<file path="src/rtl/ldseq_pkg.sv">
package ldseq_pkg;

    localparam int LD_WORD_W        = 32;
    localparam int LD_COLOR_W       = 12;
    localparam int LD_CODE_W        = 4;
    localparam int LD_FULL_ENTRIES  = 256;
    localparam int LD_SMALL_ENTRIES = 16;
    localparam int LD_FULL_CODE_MAX = 3;
    localparam int LD_STAT_W        = 3;

    // Status bits that software may clear by writing zero (loaded flag only).
    localparam logic [LD_STAT_W-1:0] LD_SW_CLR_MASK = 3'b001;

    typedef enum logic [1:0] {
        LM_PAL_FRAME  = 2'b00,
        LM_PAL_ONLY   = 2'b01,
        LM_FRAME_ONLY = 2'b10,
        LM_FRAME_ALT  = 2'b11
    } load_mode_e;

    typedef enum logic [1:0] {
        ST_WAIT  = 2'd0,
        ST_PAL   = 2'd1,
        ST_FRAME = 2'd2,
        ST_HOLD  = 2'd3
    } seq_state_e;

    typedef struct packed {
        logic sync_lost;
        logic underflow;
        logic pal_loaded;
    } seq_status_t;

    function automatic logic uses_full_table(input logic [LD_CODE_W-1:0] code);
        return code <= LD_CODE_W'(LD_FULL_CODE_MAX);
    endfunction

    function automatic logic mode_has_table(input load_mode_e m);
        return (m == LM_PAL_FRAME) || (m == LM_PAL_ONLY);
    endfunction

endpackage

</file>
<file path="src/rtl/ldseq_pal_loader.sv">
module ldseq_pal_loader
    import ldseq_pkg::*;
#(
    parameter int COLOR_W       = LD_COLOR_W,
    parameter int FULL_ENTRIES  = LD_FULL_ENTRIES,
    parameter int SMALL_ENTRIES = LD_SMALL_ENTRIES,
    parameter int PAL_AW        = $clog2(FULL_ENTRIES)
) (
    input  logic                          clk,
    input  logic                          rst,
    input  logic                          restart,
    input  logic                          accept,
    input  logic [COLOR_W+LD_CODE_W-1:0]  entry_even,
    input  logic [COLOR_W-1:0]            entry_odd,
    output logic                          last_word,
    output logic                          pal_we,
    output logic [PAL_AW-1:0]             pal_addr,
    output logic [COLOR_W-1:0]            pal_even,
    output logic [COLOR_W-1:0]            pal_odd,
    output logic [LD_CODE_W-1:0]          depth_code
);

    localparam int WC_W       = PAL_AW - 1;
    localparam int FULL_LAST  = FULL_ENTRIES / 2 - 1;
    localparam int SMALL_LAST = SMALL_ENTRIES / 2 - 1;

    logic [WC_W-1:0]      wcnt;
    logic [LD_CODE_W-1:0] code_q;
    logic [LD_CODE_W-1:0] code_now;
    logic [WC_W-1:0]      last_idx;
    logic                 first_word;

    assign first_word = (wcnt == '0);
    assign code_now   = first_word ? entry_even[COLOR_W +: LD_CODE_W] : code_q;
    assign last_idx   = uses_full_table(code_now) ? WC_W'(FULL_LAST) : WC_W'(SMALL_LAST);
    assign last_word  = accept && (wcnt == last_idx);
    assign depth_code = code_q;

    always_ff @(posedge clk) begin
        if (rst) begin
            wcnt     <= '0;
            code_q   <= '0;
            pal_we   <= 1'b0;
            pal_addr <= '0;
            pal_even <= '0;
            pal_odd  <= '0;
        end else begin
            pal_we <= accept;
            if (accept) begin
                pal_addr <= {wcnt, 1'b0};
                pal_even <= entry_even[COLOR_W-1:0];
                pal_odd  <= entry_odd;
                if (first_word) begin
                    code_q <= entry_even[COLOR_W +: LD_CODE_W];
                end
            end
            if (restart || last_word) begin
                wcnt <= '0;
            end else if (accept) begin
                wcnt <= wcnt + 1'b1;
            end
        end
    end

endmodule

</file>
<file path="src/rtl/ldseq_frame_gate.sv">
module ldseq_frame_gate #(
    parameter int WORD_W = 32
) (
    input  logic              active,
    input  logic              pix_req,
    input  logic              in_valid,
    input  logic [WORD_W-1:0] in_word,
    output logic              take,
    output logic              pix_valid,
    output logic [WORD_W-1:0] pix_data,
    output logic              underflow_evt
);

    assign take          = active & pix_req;
    assign pix_valid     = take & in_valid;
    assign underflow_evt = take & ~in_valid;
    assign pix_data      = in_word;

endmodule

</file>
<file path="src/rtl/ldseq_status.sv">
module ldseq_status
    import ldseq_pkg::*;
(
    input  logic                 clk,
    input  logic                 rst,
    input  logic                 en,
    input  logic                 wr,
    input  logic [LD_STAT_W-1:0] wdata,
    input  logic                 clr_allowed,
    input  seq_status_t          set_evt,
    input  logic [LD_STAT_W-1:0] irq_en,
    output logic [LD_STAT_W-1:0] stat,
    output logic                 irq
);

    logic [LD_STAT_W-1:0] set_v;
    logic [LD_STAT_W-1:0] clr_v;

    assign set_v = set_evt;
    assign clr_v = (wr ? ~wdata : '0) & LD_SW_CLR_MASK & {LD_STAT_W{clr_allowed}};

    always_ff @(posedge clk) begin
        if (rst || !en) begin
            stat <= '0;
        end else begin
            stat <= set_v | (stat & ~clr_v);
        end
    end

    assign irq = |(stat & irq_en);

endmodule

</file>
<file path="src/rtl/ldseq_top.sv">
module ldseq_top
    import ldseq_pkg::*;
#(
    parameter int WORD_W        = LD_WORD_W,
    parameter int COLOR_W       = LD_COLOR_W,
    parameter int FULL_ENTRIES  = LD_FULL_ENTRIES,
    parameter int SMALL_ENTRIES = LD_SMALL_ENTRIES,
    parameter int PAL_AW        = $clog2(FULL_ENTRIES)
) (
    input  logic                 clk,
    input  logic                 rst,
    input  logic                 ctrl_en,
    input  logic [1:0]           ctrl_mode,
    input  logic [LD_STAT_W-1:0] irq_en,
    input  logic                 frame_start,
    input  logic                 pix_req,
    input  logic [WORD_W-1:0]    in_word,
    input  logic                 in_valid,
    output logic                 in_ready,
    output logic                 pal_we,
    output logic [PAL_AW-1:0]    pal_addr,
    output logic [COLOR_W-1:0]   pal_even,
    output logic [COLOR_W-1:0]   pal_odd,
    output logic [LD_CODE_W-1:0] depth_code,
    output logic                 pix_valid,
    output logic [WORD_W-1:0]    pix_data,
    input  logic                 stat_wr,
    input  logic [LD_STAT_W-1:0] stat_wdata,
    output logic [LD_STAT_W-1:0] status,
    output logic                 irq
);

    localparam int HALF_W = WORD_W / 2;

    load_mode_e  mode;
    seq_state_e  st, st_n;
    seq_status_t set_evt;

    logic pal_phase, frame_phase;
    logic pal_take, pal_accept, restart, last_word;
    logic fg_take, uf_evt;

    assign mode        = load_mode_e'(ctrl_mode);
    assign pal_phase   = ctrl_en && (st == ST_PAL);
    assign frame_phase = ctrl_en && (st == ST_FRAME);
    assign pal_take    = pal_phase && !frame_start;
    assign pal_accept  = pal_take && in_valid;
    assign restart     = !pal_phase || frame_start;
    assign in_ready    = pal_take || fg_take;

    ldseq_pal_loader #(
        .COLOR_W       (COLOR_W),
        .FULL_ENTRIES  (FULL_ENTRIES),
        .SMALL_ENTRIES (SMALL_ENTRIES),
        .PAL_AW        (PAL_AW)
    ) u_loader (
        .clk        (clk),
        .rst        (rst),
        .restart    (restart),
        .accept     (pal_accept),
        .entry_even (in_word[COLOR_W+LD_CODE_W-1:0]),
        .entry_odd  (in_word[HALF_W+COLOR_W-1:HALF_W]),
        .last_word  (last_word),
        .pal_we     (pal_we),
        .pal_addr   (pal_addr),
        .pal_even   (pal_even),
        .pal_odd    (pal_odd),
        .depth_code (depth_code)
    );

    ldseq_frame_gate #(
        .WORD_W (WORD_W)
    ) u_gate (
        .active        (frame_phase),
        .pix_req       (pix_req),
        .in_valid      (in_valid),
        .in_word       (in_word),
        .take          (fg_take),
        .pix_valid     (pix_valid),
        .pix_data      (pix_data),
        .underflow_evt (uf_evt)
    );

    always_comb begin
        set_evt.pal_loaded = last_word;
        set_evt.underflow  = uf_evt;
        set_evt.sync_lost  = pal_phase && frame_start;
    end

    ldseq_status u_status (
        .clk         (clk),
        .rst         (rst),
        .en          (ctrl_en),
        .wr          (stat_wr),
        .wdata       (stat_wdata),
        .clr_allowed (mode == LM_PAL_ONLY),
        .set_evt     (set_evt),
        .irq_en      (irq_en),
        .stat        (status),
        .irq         (irq)
    );

    always_comb begin
        st_n = st;
        unique case (st)
            ST_WAIT: begin
                if (frame_start) begin
                    st_n = mode_has_table(mode) ? ST_PAL : ST_FRAME;
                end
            end
            ST_PAL: begin
                if (!frame_start && last_word) begin
                    st_n = (mode == LM_PAL_ONLY) ? ST_HOLD : ST_FRAME;
                end
            end
            ST_FRAME: begin
                if (frame_start && (mode == LM_PAL_FRAME)) begin
                    st_n = ST_PAL;
                end
            end
            default: st_n = ST_HOLD;
        endcase
    end

    always_ff @(posedge clk) begin
        if (rst || !ctrl_en) begin
            st <= ST_WAIT;
        end else begin
            st <= st_n;
        end
    end

endmodule

</file>
<file path="config.mk">
export PLATFORM = sky130hd
export DESIGN_NAME = ldseq_top
export DESIGN_NICKNAME = d
export VERILOG_FILES = /design/src/rtl/ldseq_pkg.sv /design/src/rtl/ldseq_pal_loader.sv /design/src/rtl/ldseq_frame_gate.sv /design/src/rtl/ldseq_status.sv /design/src/rtl/ldseq_top.sv
export SDC_FILE = /design/constraint.sdc
export NUM_CORES = 1
export LEC_CHECK = 0
export ABC_AREA = 1
export ABC_CLOCK_PERIOD_IN_PS = 1600
export CAP_MARGIN = 20
export CORE_UTILIZATION = 35
export DETAILED_ROUTE_END_ITERATION = 10
export PLACE_DENSITY = 0.76
export RECOVER_POWER = 100
export SLEW_MARGIN = 20
export SYNTH_ARGS = -nofsm -noshare
export SYNTH_HDL_FRONTEND = slang
export SYNTH_SLANG_ARGS = --single-unit
export TNS_END_PERCENT = 5
</file>
<file path="constraint.sdc">
create_clock -name clk -period 1.6 [get_ports clk]
set_clock_uncertainty 0.2 [all_clocks]
set_input_delay 0.32 -clock clk [delete_from_list [all_inputs] [get_ports clk]]
set_output_delay 0.32 -clock clk [all_outputs]
set_load 0.02 [all_outputs]
</file>
## Word level (Yosys, flattened, before mapping)

Cells that the tools add are included.
W data, S select, Z words.

| word-level totals | value |
|---|---|
| register bits | 48 |
| input port bits | 47 |
| output and inout bits | 75 |
| logic and storage cells | 58 |

| operators by class | value |
|---|---|
| add/sub/neg operators | 1 |
| magnitude comparators | 1 |
| eq/ne operators | 7 |
| muxes and demuxes | 9 |
| bitwise operators | 10 |
| reduce and logical (&&, ||, !) cells | 22 |

Operator list:

| operator | count |
|---|---|
| $logic_and A1 B1 Y1 | 8 |
| $mux W2 | 4 |
| $add A7 B1 Y7 const B | 1 |
| $eq A7 B7 Y1 | 1 |
| $logic_not A7 Y1 | 1 |
| $mux W7 | 1 |
| $and A3 B3 Y3 | 2 |
| $pmux W2 S3 | 1 |
| $logic_or A1 B1 Y1 | 5 |
| $eq A2 B1 Y1 const B | 2 |
| $le A4 B2 Y1 const B | 1 |
| $logic_not A2 Y1 | 2 |
| $mux W4 | 1 |
| $ne A2 B1 Y1 const B | 2 |
| $and A1 B1 Y1 | 3 |
| $and A1 B3 Y3 | 1 |
| $logic_not A1 Y1 | 3 |
| $not A3 Y3 | 1 |
| $or A3 B3 Y3 | 1 |
| $reduce_and A3 Y1 | 1 |
| $reduce_or A3 Y1 | 1 |
| $eq A2 B2 Y1 const B | 1 |
| $mux W1 | 2 |
| $ne A2 B2 Y1 const B | 1 |
| other kinds (2) | 3 |

## Logic depth before layout (Yosys ltp)

| logic depth | value |
|---|---|
| depth in word-level cells | 9 |
| gate-level depth with buffers | 12 |
| mapped depth without buffers | 12 |

## Modules after synthesis

From an unflattened synthesis, not the netlist that was laid out.

| unflattened totals | value |
|---|---|
| cells, all modules | 303 |
| area, all modules | 2265.9 um^2 |

By module, submodules not included:

| module | instances | cells an instance | area an instance (um^2) | sequential area each (um^2) |
|---|---|---|---|---|
| ldseq_pal_loader | 1 | 214 | 1677.9 | 860.8 |
| ldseq_frame_gate | 1 | 37 | 259.0 | 0.0 |
| ldseq_top | 1 | 34 | 197.7 | 40.0 |
| ldseq_status | 1 | 18 | 131.4 | 60.1 |

## Worst setup path before layout

OpenSTA, ideal clock, no wires.

| path | value |
|---|---|
| path type | register -> register |
| from | register u_loader.wcnt[0] |
| to | register u_loader.wcnt[6] |
| library setup time | 0.116 ns |
| data arrival time | 1.322 ns |
| required time | 1.284 ns |
| slack | -0.038 ns |
| cell stages (with the launch flop) | 12 |
| path buffers | 0 |
| period minus slack after synthesis | 1.638 ns |
| path through | dfxtp_1 > inv_1 > ha_1 > inv_1 > nor2_2 > nand2_1 > nand2_1 > nand2_2 > a21oi_1 > nand3_2 > nand3_4 > nor2_2 |

| between the ends | value |
|---|---|
| cells in the longest elaborated chain, start to end | 8 |
| elaborated cells between the ends (all ways) | 9 |
| classes of those cells | 1 x add/sub; 1 x order compare; 1 x eq/ne; 2 x mux; 4 x reduce/logical |

RTL lines:

| element | line | text |
|---|---|---|
| start, declared | ldseq_pal_loader.sv:27 | `logic [WC_W-1:0] wcnt;` |
| start signal, assigned | ldseq_pal_loader.sv:60 | `wcnt <= wcnt + 1'b1;` |
| $logic_not A7 Y1 | ldseq_pal_loader.sv:33 | `assign first_word = (wcnt == '0);` |
| $mux W4 | - |  |
| $le A4 B2 Y1 | ldseq_pkg.sv:35 | `return code <= LD_CODE_W'(LD_FULL_CODE_MAX);` |
| $mux W7 | ldseq_pal_loader.sv:35 | `assign last_idx = uses_full_table(code_now) ? WC_W'(FULL_LAST) : WC_W'(SMALL_LAST);` |
| $eq A7 B7 Y1 | ldseq_pal_loader.sv:36 | `assign last_word = accept && (wcnt == last_idx);` |
| $logic_and A1 B1 Y1 | ldseq_pal_loader.sv:36 |  |
| $logic_or A1 B1 Y1 | ldseq_pal_loader.sv:57 | `if (restart \|\| last_word) begin` |
| $reduce_or A2 Y1 (no line) | - |  |

Several ways; a longest one is shown, not always the timed one.
A chain may end at the register's enable or synchronous reset.

## Worst setup path in the final report

| path | value |
|---|---|
| from | register u_loader.wcnt[0] |
| to | register u_loader.wcnt[0] |

Same word-level chain as after synthesis.

==> metrics.yaml <==
cpPeakStageDelay_ns: 0.33
cts_made_buffers: 5
yosysSeqAreaShare: 0.4295
synth_commonest_cells: "nand2_1 (77), dfxtp_1 (48), a21oi_1 (36)"
rsz0062_at_grt: "yes"
cts_num_sinks: 48
syn_avg_cell_area_sq_um: 7.635
synth_edf_count: 0
ys_warn_count: 0
fin_tns_setup_ns: -1.051
grt_pass1_vias: 2014
cp.required_ns: 1.60
cts.clk_slew.worst_paths_ns: 0.08
setup_viol: 12
instances_no_fill: 492
postRouteAntennaNets: 0
antenna_cells: 0
critical_path_class: "flop to flop"
setup_slack_ns: -0.1330
design_area_sq_mm: 0.003537
first_iter_violations: 51
placed_cell_area_sq_mm: 0.003488
grt_pass1_wl_um: 8535
synth-seq-cells: 48
area_growth_syn_to_layout_pct: 58.11
chipWidth_um: 81.95
overflow: 0
ys_types: 29
synth_compound_area_frac: 0.1180
rows: 28
synth_top_family_by_area: "simple AND/OR/NAND/NOR gates"
synthXorXnorAreaFrac: 0.01957
clock_path_buffers: 2
synth-adder-area-share: 0.01119
violations: "setup timing"
track_usage: 0.1650
cellPowerDensity_mw_per_mm2: 646.2
place_ws_ns: -0.6747
nets: 465
routedWlPerCell_um: 11.50
dp.cells: 483
htreeDepth: 2
synth.most_common_cell: "nand2_1"
synth_ff_type: "dfxtp_1"
leakagePower_nw: 1.616
synthSimpleGateAreaFrac: 0.2349
crit_path_max_fanout: 7
seq_area_sq_um: 963.4
core_sq_mm: 0.006026
cts-root-buf: "clkbuf_8"
synth_largest_area_cell: "dfxtp_1"
initial_core_util: 0.3713
synthArstFlopShare: 0
cap_violations: 0
synthMuxAreaShare: 0
grt_max_degree: 29
netlist_top_cells_area: "dfxtp_1 (43%), nand2_1 (13%), buf_4 (11%), a21oi_1 (8.1%), inv_1 (3.2%)"
hold_viol: 0
fill_cells: 567
wirelength_um: 5659
netlist_area_sq_mm: 0.002237
drv_slew: 0
num_vias: 2210
status: "finished, violations left"
timing.final.crit_share: 1.083
drive_above_1_share: 0.3022
synth_top_area_share: 0.4295
cts_tree: "yes"
ctsHoldBuffers: 0
fin_util: 0.5870
cp-end-kind: "flop"
antenna_found_initial: 0
fmax_ghz: 0.5770
multiInputGateArea_sq_um: 940.9
worstHoldPathType: "flop to flop"
cp.arrival_ns: 1.73
portBuffers: 110
dp_hpwl_um: 4220
slowest_stage: "dfxtp_2"
period_minus_slack_ns: 1.733
die_y_um: 81.95
syn_inst: 293
die_area_sq_mm: 0.006716
crit_chain: "inv_2 > ha_4 > inv_2 > nor2_4 > nand2_2 > nand2_2 > nand2_4 > a21oi_4 > nand3_4 > nand3_4 > nor2_2"
avgViaCountPerCell: 4.492
vdd_drop_max_uv: 384.3
drc: 0
clkLatencyLatePin_ns: 0.30
firstDrtPassIters: 4
place_congestion: 0.7884
cp-start-kind: "flop"
ios: 122
synth_nets: 342
-- cell type report --
type | count | share of cell area
clock buffer | 7 | 0.02441
inverter | 25 | 0.02794
timing repair buffer | 159 | 0.3806
tap | 75 | 0.02653
sequential | 48 | 0.2724
clock inverter | 1 | 0.002122
multi-input combinational | 177 | 0.2660
-- routing by layer --
metal	wire length, um	up-vias	track usage
li1	-	1130	-
met1	2325	993	0.1878
met2	2816	78	0.2851
met3	439	9	0.05667
met4	78	0	0.05614
met5	0	-	0
-- sequential cells by signal, summed over array words and instances (netlist names), named ones only --
register             count
u_status.stat            3
u_loader.pal_we          1
u_loader.pal_even       12
u_loader.depth_code      2
st                       2
u_loader.pal_odd        12
u_loader.pal_addr        7
u_loader.wcnt            7
-- stage by stage --
stage | hold WS (ns) | total power, mW
global route | 0.2873 | 2.389
CTS | 0.2662 | 2.340
floorplan | 0.2549 | 1.412
finish | 0.2641 | 2.286
global placement | 0.2502 | 1.599
detailed placement | 0.2550 | 1.600
-- placed cells by master (no fill, tap or decap), drive strengths merged, types with 2 or more instances in the layout --
| cell type | n |
|---|---|
| clkdlybuf4s50 | 37 |
| clkdlybuf4s15 | 8 |
| ha | 2 |
| a21oi | 36 |
| buf | 50 |
| clkbuf | 29 |
| nor2 | 28 |
| dlygate4sd2 | 42 |
| xor2 | 4 |
| nand3 | 7 |
| nor3 | 2 |
| o21ai | 12 |
| inv | 25 |
| nand4 | 2 |
| nand2 | 79 |
| dfxtp | 48 |
-- worst paths after layout --
check / startpoint / to / slack [ns] / depth (start not counted)
worst max register to register: u_loader.wcnt[0] / u_loader.wcnt[0] / -0.13 / 11
worst max-delay path: u_loader.wcnt[0] / u_loader.wcnt[0] / -0.13 / 11
worst min register to register: u_loader.pal_odd[4] / u_loader.pal_odd[4] / 0.26 / 2
worst min-delay path: u_loader.pal_odd[4] / u_loader.pal_odd[4] / 0.26 / 2
-- power by group --
group	switching [mW]	internal, mW
sequential	0.00490	1.20
clock	0.393	0.352
combinational	0.156	0.178
total	0.554	1.73
-- critical path: cells and delay by family, from the launching register on --
family	cells	cell delay, ns
compound gates	1	0.17
fa+ha+maj	1	0.13
buf+inv	2	0.11
flops	1	0.33
simple gates	7	0.68
-- logic make-up after synthesis --
logic type	after synthesis
fa+ha+maj	2
xor+xnor	5
simple gates	118
compound gates	51
buf+inv	68
flops	48
other cells	1
-- repair_timing --
| item | 4_1_cts | 5_1_grt |
|---|---|---|
| setup buffers | 0 | 1 |
| gates resized for setup | 152 | 45 |
| endpoints found under the setup margin | 115 | 64 |
| pin swaps | 5 | 9 |
| endpoints found under the hold margin | 0 | 0 |
No activity file was read; power rests on OpenSTA's default activity.
